<file path="src/rtl/nand_tg_pkg.sv">
package nand_tg_pkg;

  localparam int unsigned PH_W   = 4;
  localparam int unsigned LEN_W  = PH_W + 1;
  localparam int unsigned BUSY_W = 5;
  localparam int unsigned DQ_W   = 16;

  typedef enum logic [1:0] {
    XF_CMD   = 2'd0,
    XF_ADDR  = 2'd1,
    XF_WDATA = 2'd2,
    XF_RDATA = 2'd3
  } xfer_kind_t;

  typedef enum logic [1:0] {
    RSEL_LOCK   = 2'd0,
    RSEL_TIMING = 2'd1,
    RSEL_CONFIG = 2'd2
  } reg_sel_t;

  typedef enum logic [2:0] {
    ST_IDLE,
    ST_CEA,
    ST_LOW,
    ST_HIGH,
    ST_TURN
  } seq_state_t;

  typedef struct packed {
    logic [1:0]        cea;
    logic [BUSY_W-1:0] busy;
    logic [2:0]        turn;
    logic [PH_W-1:0]   rd_hi;
    logic [PH_W-1:0]   rd_lo;
    logic [PH_W-1:0]   wr_hi;
    logic [PH_W-1:0]   wr_lo;
  } timing_t;

  localparam int unsigned TIMING_W = $bits(timing_t);

  function automatic logic [LEN_W-1:0] low_len(input logic [PH_W-1:0] lo);
    return LEN_W'(lo) + LEN_W'(1);
  endfunction

  function automatic logic [LEN_W-1:0] high_len(input logic [PH_W-1:0] hi,
                                                input logic [PH_W-1:0] lo);
    if (hi > lo) return LEN_W'(hi - lo);
    return LEN_W'(1);
  endfunction

endpackage

</file>
<file path="src/rtl/nand_tg_regs.sv">
module nand_tg_regs
  import nand_tg_pkg::*;
#(
  parameter logic [15:0] UNLOCK_KEY = 16'hA25E
) (
  input  logic                clk,
  input  logic                rst_n,
  input  logic                reg_wr,
  input  logic [1:0]          reg_sel,
  input  logic [TIMING_W-1:0] reg_wdata,
  output timing_t             timing_o,
  output logic                bus16_o,
  output logic                unlocked_o
);

  localparam int unsigned KEY_W = $bits(UNLOCK_KEY);

  timing_t timing_q, timing_d;
  logic    bus16_q, bus16_d;
  logic    unlocked_q, unlocked_d;
  logic    wr_lock, wr_prot, key_ok;
  logic    lock_en, timing_en, cfg_en;

  always_comb begin
    wr_lock   = reg_wr && (reg_sel == RSEL_LOCK);
    wr_prot   = reg_wr && unlocked_q &&
                ((reg_sel == RSEL_TIMING) || (reg_sel == RSEL_CONFIG));
    key_ok    = (reg_wdata[KEY_W-1:0] == UNLOCK_KEY);
    lock_en   = wr_lock || wr_prot;
    unlocked_d = wr_lock && key_ok;
    timing_en = wr_prot && (reg_sel == RSEL_TIMING);
    timing_d  = timing_t'(reg_wdata);
    cfg_en    = wr_prot && (reg_sel == RSEL_CONFIG);
    bus16_d   = reg_wdata[0];
  end

  always_ff @(posedge clk or negedge rst_n) begin
    if (!rst_n) begin
      unlocked_q <= 1'b0;
      timing_q   <= '1;
      bus16_q    <= 1'b0;
    end else begin
      if (lock_en)   unlocked_q <= unlocked_d;
      if (timing_en) timing_q   <= timing_d;
      if (cfg_en)    bus16_q    <= bus16_d;
    end
  end

  assign timing_o   = timing_q;
  assign bus16_o    = bus16_q;
  assign unlocked_o = unlocked_q;

  // a protected write always consumes the armed key
  p_lock_consumed_r2: assert property (@(posedge clk) disable iff (!rst_n)
    (reg_wr && unlocked_o && (reg_sel != RSEL_LOCK)) |=> !unlocked_o);

  // while locked, timing writes leave the word untouched
  p_locked_hold_r1: assert property (@(posedge clk) disable iff (!rst_n)
    (reg_wr && !unlocked_o && (reg_sel == RSEL_TIMING)) |=> $stable(timing_o));

endmodule

</file>
<file path="src/rtl/nand_tg_ready.sv">
module nand_tg_ready #(
  parameter int unsigned BUSY_W      = 5,
  parameter int unsigned SYNC_STAGES = 2
) (
  input  logic              clk,
  input  logic              rst_n,
  input  logic              rb_i,
  input  logic              busy_start,
  input  logic [BUSY_W-1:0] busy_len,
  output logic              ready_o
);

  logic [SYNC_STAGES-1:0] sync_q;
  logic [BUSY_W-1:0]      busy_cnt_q, busy_cnt_d;
  logic                   busy_en;

  for (genvar s = 0; s < SYNC_STAGES; s++) begin : g_sync
    logic stage_d;
    if (s == 0) begin : g_first
      assign stage_d = rb_i;
    end else begin : g_next
      assign stage_d = sync_q[s-1];
    end
    always_ff @(posedge clk or negedge rst_n) begin
      if (!rst_n) sync_q[s] <= 1'b0;
      else        sync_q[s] <= stage_d;
    end
  end

  always_comb begin
    busy_en    = busy_start || (busy_cnt_q != '0);
    busy_cnt_d = busy_start ? busy_len : busy_cnt_q - BUSY_W'(1);
  end

  always_ff @(posedge clk or negedge rst_n) begin
    if (!rst_n)       busy_cnt_q <= '0;
    else if (busy_en) busy_cnt_q <= busy_cnt_d;
  end

  assign ready_o = (busy_cnt_q == '0) && sync_q[SYNC_STAGES-1];

  // a nonzero busy window starts with ready low
  p_busy_window_r9: assert property (@(posedge clk) disable iff (!rst_n)
    (busy_start && (busy_len != '0)) |=> !ready_o);

endmodule

</file>
<file path="src/rtl/nand_tg_seq.sv">
module nand_tg_seq
  import nand_tg_pkg::*;
(
  input  logic              clk,
  input  logic              rst_n,
  input  logic              req_i,
  input  logic [1:0]        req_kind_i,
  input  logic [DQ_W-1:0]   req_data_i,
  input  logic              req_busy_i,
  input  logic              req_first_i,
  input  timing_t           timing_i,
  input  logic              bus16_i,
  input  logic [DQ_W-1:0]   dq_i,
  output logic              idle_o,
  output logic              done_o,
  output logic [DQ_W-1:0]   rdata_o,
  output logic              ce_n_o,
  output logic              cle_o,
  output logic              ale_o,
  output logic              we_n_o,
  output logic              re_n_o,
  output logic [DQ_W-1:0]   dq_o,
  output logic              dq_oe_o,
  output logic              busy_start_o,
  output logic [BUSY_W-1:0] busy_len_o
);

  localparam int unsigned HALF_W = DQ_W / 2;

  seq_state_t        state_q, state_d;
  logic [LEN_W-1:0]  cnt_q, cnt_d;
  xfer_kind_t        kind_q, kind_in;
  timing_t           snap_q;
  logic [DQ_W-1:0]   data_q, data_d;
  logic [DQ_W-1:0]   rdata_q, rdata_d;
  logic              busy_q, bus16_q, done_q;
  logic              accept, cnt_zero, finish, capture;
  logic              rd_q, rd_live;
  logic [LEN_W-1:0]  lo_len_q, hi_len_q, lo_len_live;

  always_comb begin
    kind_in     = xfer_kind_t'(req_kind_i);
    rd_q        = (kind_q == XF_RDATA);
    rd_live     = (kind_in == XF_RDATA);
    lo_len_q    = rd_q ? low_len(snap_q.rd_lo) : low_len(snap_q.wr_lo);
    hi_len_q    = rd_q ? high_len(snap_q.rd_hi, snap_q.rd_lo)
                       : high_len(snap_q.wr_hi, snap_q.wr_lo);
    lo_len_live = rd_live ? low_len(timing_i.rd_lo) : low_len(timing_i.wr_lo);
    accept      = req_i && (state_q == ST_IDLE);
    cnt_zero    = (cnt_q == '0);
    data_d      = bus16_i ? req_data_i : {{HALF_W{1'b0}}, req_data_i[HALF_W-1:0]};
    rdata_d     = bus16_q ? dq_i : {{HALF_W{1'b0}}, dq_i[HALF_W-1:0]};
    capture     = (state_q == ST_LOW) && cnt_zero && rd_q;
  end

  always_comb begin
    state_d = state_q;
    cnt_d   = cnt_zero ? cnt_q : cnt_q - LEN_W'(1);
    finish  = 1'b0;
    unique case (state_q)
      ST_IDLE: begin
        cnt_d = cnt_q;
        if (accept) begin
          if (rd_live && req_first_i && (timing_i.cea != '0)) begin
            state_d = ST_CEA;
            cnt_d   = LEN_W'(timing_i.cea) - LEN_W'(1);
          end else begin
            state_d = ST_LOW;
            cnt_d   = lo_len_live - LEN_W'(1);
          end
        end
      end
      ST_CEA: if (cnt_zero) begin
        state_d = ST_LOW;
        cnt_d   = lo_len_q - LEN_W'(1);
      end
      ST_LOW: if (cnt_zero) begin
        state_d = ST_HIGH;
        cnt_d   = hi_len_q - LEN_W'(1);
      end
      ST_HIGH: if (cnt_zero) begin
        if (rd_q && (snap_q.turn != '0)) begin
          state_d = ST_TURN;
          cnt_d   = LEN_W'(snap_q.turn) - LEN_W'(1);
        end else begin
          state_d = ST_IDLE;
          finish  = 1'b1;
        end
      end
      ST_TURN: if (cnt_zero) begin
        state_d = ST_IDLE;
        finish  = 1'b1;
      end
      default: state_d = ST_IDLE;
    endcase
  end

  always_ff @(posedge clk or negedge rst_n) begin
    if (!rst_n) begin
      state_q <= ST_IDLE;
      cnt_q   <= '0;
      done_q  <= 1'b0;
    end else begin
      state_q <= state_d;
      cnt_q   <= cnt_d;
      done_q  <= finish;
    end
  end

  always_ff @(posedge clk or negedge rst_n) begin
    if (!rst_n) begin
      kind_q  <= XF_CMD;
      snap_q  <= '0;
      data_q  <= '0;
      busy_q  <= 1'b0;
      bus16_q <= 1'b0;
    end else if (accept) begin
      kind_q  <= kind_in;
      snap_q  <= timing_i;
      data_q  <= data_d;
      busy_q  <= req_busy_i;
      bus16_q <= bus16_i;
    end
  end

  always_ff @(posedge clk or negedge rst_n) begin
    if (!rst_n)       rdata_q <= '0;
    else if (capture) rdata_q <= rdata_d;
  end

  assign idle_o       = (state_q == ST_IDLE);
  assign done_o       = done_q;
  assign rdata_o      = rdata_q;
  assign ce_n_o       = (state_q == ST_IDLE);
  assign cle_o        = !idle_o && (kind_q == XF_CMD);
  assign ale_o        = !idle_o && (kind_q == XF_ADDR);
  assign we_n_o       = !((state_q == ST_LOW) && !rd_q);
  assign re_n_o       = !((state_q == ST_LOW) && rd_q);
  assign dq_o         = data_q;
  assign dq_oe_o      = ((state_q == ST_LOW) || (state_q == ST_HIGH)) && !rd_q;
  assign busy_start_o = finish && busy_q;
  assign busy_len_o   = snap_q.busy;

  // Independent run-length counter for the low phase
  logic [LEN_W:0] low_run_q;
  always_ff @(posedge clk or negedge rst_n) begin
    if (!rst_n)                   low_run_q <= '0;
    else if (state_q == ST_LOW)   low_run_q <= low_run_q + 1'b1;
    else                          low_run_q <= '0;
  end

  always_ff @(posedge clk) begin
    if (rst_n && (state_q == ST_LOW) && (state_d != ST_LOW)) begin
      if (!rd_q) begin
        p_wr_low_len_r3: assert ((low_run_q + 1'b1) == ((LEN_W+1)'(snap_q.wr_lo) + 1'b1))
          else $error("write low phase length mismatch");
      end else begin
        p_rd_low_len_r4: assert ((low_run_q + 1'b1) == ((LEN_W+1)'(snap_q.rd_lo) + 1'b1))
          else $error("read low phase length mismatch");
      end
    end
  end

endmodule

</file>
<file path="src/rtl/nand_strobe_gen.sv">
module nand_strobe_gen
  import nand_tg_pkg::*;
#(
  parameter logic [15:0] UNLOCK_KEY  = 16'hA25E,
  parameter int unsigned SYNC_STAGES = 2
) (
  input  logic                clk,
  input  logic                rst_n,
  input  logic                reg_wr,
  input  logic [1:0]          reg_sel,
  input  logic [TIMING_W-1:0] reg_wdata,
  output logic [TIMING_W-1:0] timing_o,
  output logic                bus16_o,
  output logic                unlocked_o,
  input  logic                req_i,
  input  logic [1:0]          req_kind_i,
  input  logic [DQ_W-1:0]     req_data_i,
  input  logic                req_busy_i,
  input  logic                req_first_i,
  output logic                idle_o,
  output logic                done_o,
  output logic [DQ_W-1:0]     rdata_o,
  output logic                ready_o,
  output logic                nand_ce_n,
  output logic                nand_cle,
  output logic                nand_ale,
  output logic                nand_we_n,
  output logic                nand_re_n,
  output logic [DQ_W-1:0]     nand_dq_o,
  output logic                nand_dq_oe,
  input  logic [DQ_W-1:0]     nand_dq_i,
  input  logic                nand_rb_i
);

  timing_t           timing;
  logic              busy_start;
  logic [BUSY_W-1:0] busy_len;

  nand_tg_regs #(.UNLOCK_KEY(UNLOCK_KEY)) u_regs (
    .clk        (clk),
    .rst_n      (rst_n),
    .reg_wr     (reg_wr),
    .reg_sel    (reg_sel),
    .reg_wdata  (reg_wdata),
    .timing_o   (timing),
    .bus16_o    (bus16_o),
    .unlocked_o (unlocked_o)
  );

  nand_tg_seq u_seq (
    .clk          (clk),
    .rst_n        (rst_n),
    .req_i        (req_i),
    .req_kind_i   (req_kind_i),
    .req_data_i   (req_data_i),
    .req_busy_i   (req_busy_i),
    .req_first_i  (req_first_i),
    .timing_i     (timing),
    .bus16_i      (bus16_o),
    .dq_i         (nand_dq_i),
    .idle_o       (idle_o),
    .done_o       (done_o),
    .rdata_o      (rdata_o),
    .ce_n_o       (nand_ce_n),
    .cle_o        (nand_cle),
    .ale_o        (nand_ale),
    .we_n_o       (nand_we_n),
    .re_n_o       (nand_re_n),
    .dq_o         (nand_dq_o),
    .dq_oe_o      (nand_dq_oe),
    .busy_start_o (busy_start),
    .busy_len_o   (busy_len)
  );

  nand_tg_ready #(.BUSY_W(BUSY_W), .SYNC_STAGES(SYNC_STAGES)) u_ready (
    .clk        (clk),
    .rst_n      (rst_n),
    .rb_i       (nand_rb_i),
    .busy_start (busy_start),
    .busy_len   (busy_len),
    .ready_o    (ready_o)
  );

  assign timing_o = timing;

  // leaving idle always follows a request
  p_accept_idle_r7: assert property (@(posedge clk) disable iff (!rst_n)
    $fell(idle_o) |-> $past(req_i));

  // completion is a single-cycle pulse
  p_done_pulse_r8: assert property (@(posedge clk) disable iff (!rst_n)
    done_o |=> !done_o);

  // strobes exclusive and enclosed by chip enable
  p_strobe_excl_r11: assert property (@(posedge clk) disable iff (!rst_n)
    !(!nand_we_n && !nand_re_n));
  p_strobe_ce_r11: assert property (@(posedge clk) disable iff (!rst_n)
    (!nand_we_n || !nand_re_n) |-> !nand_ce_n);

endmodule

</file>
<file path="config.mk">
export PLATFORM = sky130hd
export DESIGN_NAME = nand_strobe_gen
export DESIGN_NICKNAME = d
export VERILOG_FILES = /design/src/rtl/nand_tg_pkg.sv /design/src/rtl/nand_tg_regs.sv /design/src/rtl/nand_tg_ready.sv /design/src/rtl/nand_tg_seq.sv /design/src/rtl/nand_strobe_gen.sv
export SDC_FILE = /design/constraint.sdc
export NUM_CORES = 1
export LEC_CHECK = 0
export ABC_AREA = 1
export BUFFER_PORTS_ARGS = -buffer_cell sky130_fd_sc_hd__buf_4
export CAP_MARGIN = 20
export CORE_ASPECT_RATIO = 1.1
export CORE_MARGIN = 2
export CORE_UTILIZATION = 54
export CTS_CLUSTER_DIAMETER = 40
export DETAILED_ROUTE_END_ITERATION = 10
export PLACE_DENSITY = 0.8
export SYNTH_ARGS = -nofsm -noshare
export SYNTH_HDL_FRONTEND = slang
export SYNTH_SLANG_ARGS = --single-unit
</file>
<file path="constraint.sdc">
create_clock -name clk -period 2.45 [get_ports clk]
set_input_delay 0.6125 -clock clk [delete_from_list [all_inputs] [get_ports clk]]
set_output_delay 0.6125 -clock clk [all_outputs]
set_load 0.01 [all_outputs]
</file>
# After elaboration in Yosys (flattened, before gate mapping)
# Cells that the tools add are included.
[word_totals]
out_inout_bits = 69
register_bits = 104
[classes]
reduce_logical = 36
n_lt_le_gt_ge = 2
n_eq_ne = 15
n_mux = 32
addsub = 13
[op_table]
columns = ["cell", "count"]
rows = [
  ["two-way mux 5 bit", 15],
  ["two-way mux 16 bit", 2],
  ["subtractor 5 x 1 -> 5 bit (second input constant)", 5],
  ["adder 4 x 1 -> 5 bit (second input constant)", 4],
  ["one-hot mux 5 bit (4 select lines)", 1],
  ["logical AND 1 bit", 19],
  ["two-way mux 3 bit", 6],
  ["equality test 16 bit (second input constant)", 1],
  ["one-hot mux 3 bit (5 select lines)", 1],
  ["logical NOT 5 bit", 2],
  ["subtractor 4 x 4 -> 5 bit", 2],
  ["> comparator 4 bit", 2],
  ["!= test 2 x 1 -> 1 bit (second input constant)", 4],
  ["equality test 2 bit (second input constant)", 3],
  ["equality test 3 x 2 -> 1 bit (second input constant)", 2],
  ["two-way mux 1 bit", 5],
  ["AND reduction 5 bit", 1],
  ["nonzero test 5 bit", 1],
  ["equality test 2 x 1 -> 1 bit (second input constant)", 2],
  ["logical NOT 1 bit", 4],
  ["logical NOT 2 bit", 2],
  ["logical OR 1 bit", 4],
  ["subtractor 3 x 1 -> 4 bit (second input constant)", 1],
  ["equality test 3 x 1 -> 1 bit (second input constant)", 1],
  ["8 further kinds", 8],
]

# Longest topological paths before layout
[logic_depth]
ltp_word = 7
mapped_depth = 19
ltp_nobuf = 18

# Cells and area by module
# From an unflattened synthesis, not the netlist that was laid out.
[unflattened]
cells_unflattened = 761
hier_area_um2 = 6017.0
[by_module_without_submodules]
columns = ["mod", "seq_area_each_um2", "cells_per_inst", "area_per_inst_um2", "n_inst"]
rows = [
  ["nand_tg_seq", 1726.7, 577, 4290.4, 1],
  ["nand_tg_regs", 733.2, 138, 1361.3, 1],
  ["nand_tg_ready", 175.2, 46, 365.4, 1],
]

# Worst setup path after synthesis
# OpenSTA, ideal clock, no wires.
[synth_path]
kind = "register -> register"
from = "register u_seq.snap_q[12] (netlist bit)"
to = "register u_seq.cnt_q[1]"
path_slack_ns = 0.251
t_arrival_ns = 2.078
path_stages_with_launch = 18
setup_time_ns = 0.121
n_path_buf = 0
cell_sequence = "dfrtp_1 > inv_1 > ha_1 > inv_1 > fa_1 > inv_1 > nor2_1 > nand3_1 > nand2_1 > inv_1 > ha_1 > nand2_1 > nand2_1 > nand2_1 > o21ai_1 > o2111ai_1 > nand2_1 > o21ai_1"
[synth_between]
elab_chain_cells = 7
elab_cells_between_ends = 9
classes_between = "add/sub (2); order compare (1); mux (6)"
[synth_lines]
columns = ["item", "line", "source"]
rows = [
  ["from (decl)", "nand_tg_seq.sv:33", "timing_t snap_q;"],
  ["from (signal assigned)", "nand_tg_seq.sv:119", "snap_q <= timing_i;"],
  ["subtractor 4 x 4 -> 5 bit / > comparator 4 bit (equally long branches)", "nand_tg_pkg.sv:47", "if (hi > lo) return LEN_W'(hi - lo);"],
  ["two-way mux 5 bit / two-way mux 1 bit (equally long branches)", "nand_tg_pkg.sv:47", ""],
  ["two-way mux 5 bit *", "nand_tg_pkg.sv:48", "return LEN_W'(1);"],
  ["two-way mux 5 bit *", "nand_tg_seq.sv:46", "hi_len_q = rd_q ? high_len(snap_q.rd_hi, snap_q.rd_lo)"],
  ["subtractor 5 x 1 -> 5 bit *", "nand_tg_seq.sv:79", "cnt_d = hi_len_q - LEN_W'(1);"],
  ["two-way mux 5 bit *", "nand_tg_seq.sv:77", "ST_LOW: if (cnt_zero) begin"],
  ["one-hot mux 5 bit (4 select lines) *", "nand_tg_seq.sv:60", "unique case (state_q)"],
  ["to (signal assigned)", "nand_tg_seq.sv:105", "cnt_q <= cnt_d;"],
  ["to (decl)", "nand_tg_seq.sv:31", "logic [LEN_W-1:0] cnt_q, cnt_d;"],
]
# Mark *: on every way between the ends. The rest lies on a longest branch, timed or not. The select of a mux whose other input is x is not followed.
# A chain may end at the register's enable or synchronous reset.

# Worst setup path in the final report
[layout_path]
from = "register u_seq.snap_q[4] (netlist bit)"
to = "register u_seq.cnt_q[1]"
# Same word-level chain as after synthesis.

==> summary.txt <==
Outcome
  – Status: complete, no violations

Pwr
  – Logic pwr share: 0.400
  – Leakage power: 3.73 nW
  – Peak VDD IR: 0.557 mV
  – Int Power: 3.83 mW
  – Power Dens Cells: 862 nW/um^2
  – NetSw: 2.39 mW
  – Sw Ratio: 0.384
  – Sequential power share: 0.379
  – Clock power frac: 0.220

Critical path
  – Crit path DAT: 2.61 ns
  – CP peak stage delay: 0.48 ns
  – Crit Path Category: flip-flop to flip-flop
  – Delay-heaviest family, CP: adder cells
  – Crit path buffers/inverters: 4
  – Critical path's slowest cell: fa_1
  – Critical Path RT: 2.67 ns
  – CP Max Fanout: 3
  – CP startpoint kind: flip-flop
  – Kind of end point of the critical path: flip-flop
  – Worst path cell trace: inv_1 > ha_2 > inv_2 > fa_1 > inv_1 > nor2_1 > nand3_1 > nand2_1 > inv_1 > ha_1 > nand2_1 > nand2_1 > nand2_2 > o21ai_2 > o2111ai_1 > nand2_1 > o21ai_1
  – Most used cell, CP: nand2_1

Routing
  – DR iter-0 viols: 291
  – DR WL/cell: 15.3 microns
  – DRC Markers: 0
  – Total number of vias: 5258
  – Antenna Violating Nets Remaining: 0
  – TritonRoute pass-1 iters: 5
  – Vias per cell: 5.34
  – Final wirelength: 15000 microns

CTS
  – Total CTS buffers: 9
  – CTS Sinks: 104
  – CTS root buffer: clkbuf_16
  – Reg clk slew, reported paths: 0.07 ns
  – CTS Buffer Depth: 2
  – CTS tree: yes
  – # hold bufs at CTS: 0
  – H-Tree Level Count: 3
  – Clock latency on the worst-skew pair: 0.34 ns

Timing
  – Final setup viols: 0
  – Max frequency: 0.420 GHz
  – Worst hold slack: 0.0568 ns
  – Max-slew violation count: 0
  – Post-layout minimum cycle time: 2.38 ns
  – Tightest Pin Transition: 0.621 ns
  – Skew final: 0.00820 ns
  – RSZ-0062 raised after global routing: true
  – Final Cycle Share: 0.972
  – Setup_tns: 0 ns
  – Relative slew slack: 0.583
  – Fin. Hold Viols: 0

Synthesis
  – Flops & latches, synth: 104
  – Sequential area share after synthesis: 0.455
  – Ys Warns: 0
  – Largest area contributor in the netlist: dfrtp_1
  – Distinct cells, synth: 48
  – Synth top area share: 0.337
  – Mapped Area: 5790 sq um
  – Ranking of synthesized cells by area: dfrtp_1, nand2_1, dfstp_2, nand3_1, ha_1
  – Syn Nets: 797
  – Syn Inst Count: 703
  – Mean Syn Cell Area: 8.23 sq um

Cells and area
  – Nets@finish: 931
  – Layout cells sized above 1: 0.293
  – Final Util: 0.694
  – Non-Filler Instances: 985
  – Most frequent cells in the layout: nand2_1, buf_4, dfrtp_1, inv_1, nand3_1
  – Post-Layout Inst Area: 7210 sq um
  – Most common cell after layout, fill and taps aside: nand2_1
  – Synth-to-layout area growth: 24.6%
  – Antenna cell count: 0

Floorplanning
  – Boundary pin count: 138
  – Starting Density: 0.557
  – Die height: 113 microns
  – # rows: 39
  – Placeable Area: 10400 sq um
  – Full die area: 11600 sq um
  – Die width: 103 microns

GRT
  – First-pass GRT wire length: 24900 microns
  – Largest net degree at the start of global routing: 65
  – Initial antenna violation count: 0
  – Congestion Overflow GR: 0
  – Vias in the first global route: 5335
  – GRT Total Usage: 0.275

Place
  – # placed instances: 969
  – Detailed Place HPWL: 11400 microns
  – Placed Area: 6910 sq um
  – Placer Congestion: 0.943
  – PortBufs: 137

Run
  – Max-cap viol count: 0

Min path
  – Type of the worst min-delay path: primary input to async pin
## registers in the layout (all words and copies together), names as in the netlist, 2 cells and up
signal / count
u_regs.timing_o: 26
u_seq.snap_q: 19
u_seq.dq_o: 16
u_seq.rdata_o: 16
u_ready.busy_cnt_q: 5
u_seq.busy_len_o: 5
u_seq.cnt_q: 5
u_seq.state_q: 3
u_seq.kind_q: 2
## synthesized netlist by cell type, drive strengths merged
master,instances
a211o,1
a21o,1
a21oi,19
a31oi,2
and2,1
and3,1
buf,15
clkbuf,8
clkinv,1
dfrtp,78
dfstp,26
fa,2
ha,23
inv,79
mux2,17
nand2,231
nand3,66
nand3b,2
nand4,13
nor2,45
nor3,10
nor3b,1
o2111ai,1
o21a,1
o21ai,50
o22ai,2
o32ai,1
o41ai,1
xnor2,1
xor2,4
## path summary, 6_finish.rpt
check                                                  to  cells past startpoint                 startpoint  slack (ns)
worst min register to register          u_ready.sync_q[1]                      0  u_ready.g_sync[1].stage_d        0.39
worst min-delay path                        u_seq.dq_o[3]                      1                      rst_n        0.06
max in group asynchronous             u_regs.timing_o[18]                      2                      rst_n        1.72
worst max-delay path                       u_seq.cnt_q[1]                     17            u_seq.snap_q[4]        0.07
worst max register to register             u_seq.cnt_q[1]                     17            u_seq.snap_q[4]        0.07
min in group clk                u_ready.g_sync[1].stage_d                      1                  nand_rb_i        0.37
## routing by layer
metal / up-vias / track usage / wire [microns]
met1: 2540 / 0.362 / 6280
met3: 25 / 0.0455 / 836
li1: 2525 / - / -
met5: - / 0 / 0
met2: 168 / 0.455 / 7630
met4: 0 / 0.100 / 304
## layout make-up
class                      count  area, sq um
fill                         848         3190
timing repair buffer         146         1110
inverter                      80          307
sequential                   104         2640
clock buffer                  12          246
multi-input combinational    496         2700
tap                          143          179
clock inverter                 4         28.8
## stage by stage
step / setup slack, ns / total power [mW]
3_3_place_gp: 0.160 / 4.73
6_report: 0.0691 / 6.22
5_1_grt: -0.130 / 6.64
3_5_place_dp: 0.0829 / 4.83
4_1_cts: 0.0768 / 6.20
2_1_floorplan: 0.251 / 3.99
## timing repair
item / 4_1_cts / 5_1_grt
setup endpoints to repair: 0 / 4
setup buffers: 0 / 0
resized for setup: 0 / 11
## logic make-up after synthesis
family / share of synthesized area
AO/OA/AOI/OAI: 0.0752
XOR/XNOR: 0.00757
adder cells (fa/ha/maj): 0.0566
buffers and inverters: 0.0813
flip-flops: 0.455
multiplexers: 0.0357
AND/OR/NAND/NOR: 0.288
## power groups by stage
stage | logic (mW) | clock network, mW | registers (mW)
5_1_grt | 2.79 | 1.45 | 2.40
6_report | 2.49 | 1.37 | 2.36
3_5_place_dp | 2.45 | 0 | 2.38
4_1_cts | 2.46 | 1.38 | 2.36
3_3_place_gp | 2.37 | 0 | 2.36
2_1_floorplan | 1.62 | 0 | 2.37
(Power assumes the default switching activity.)
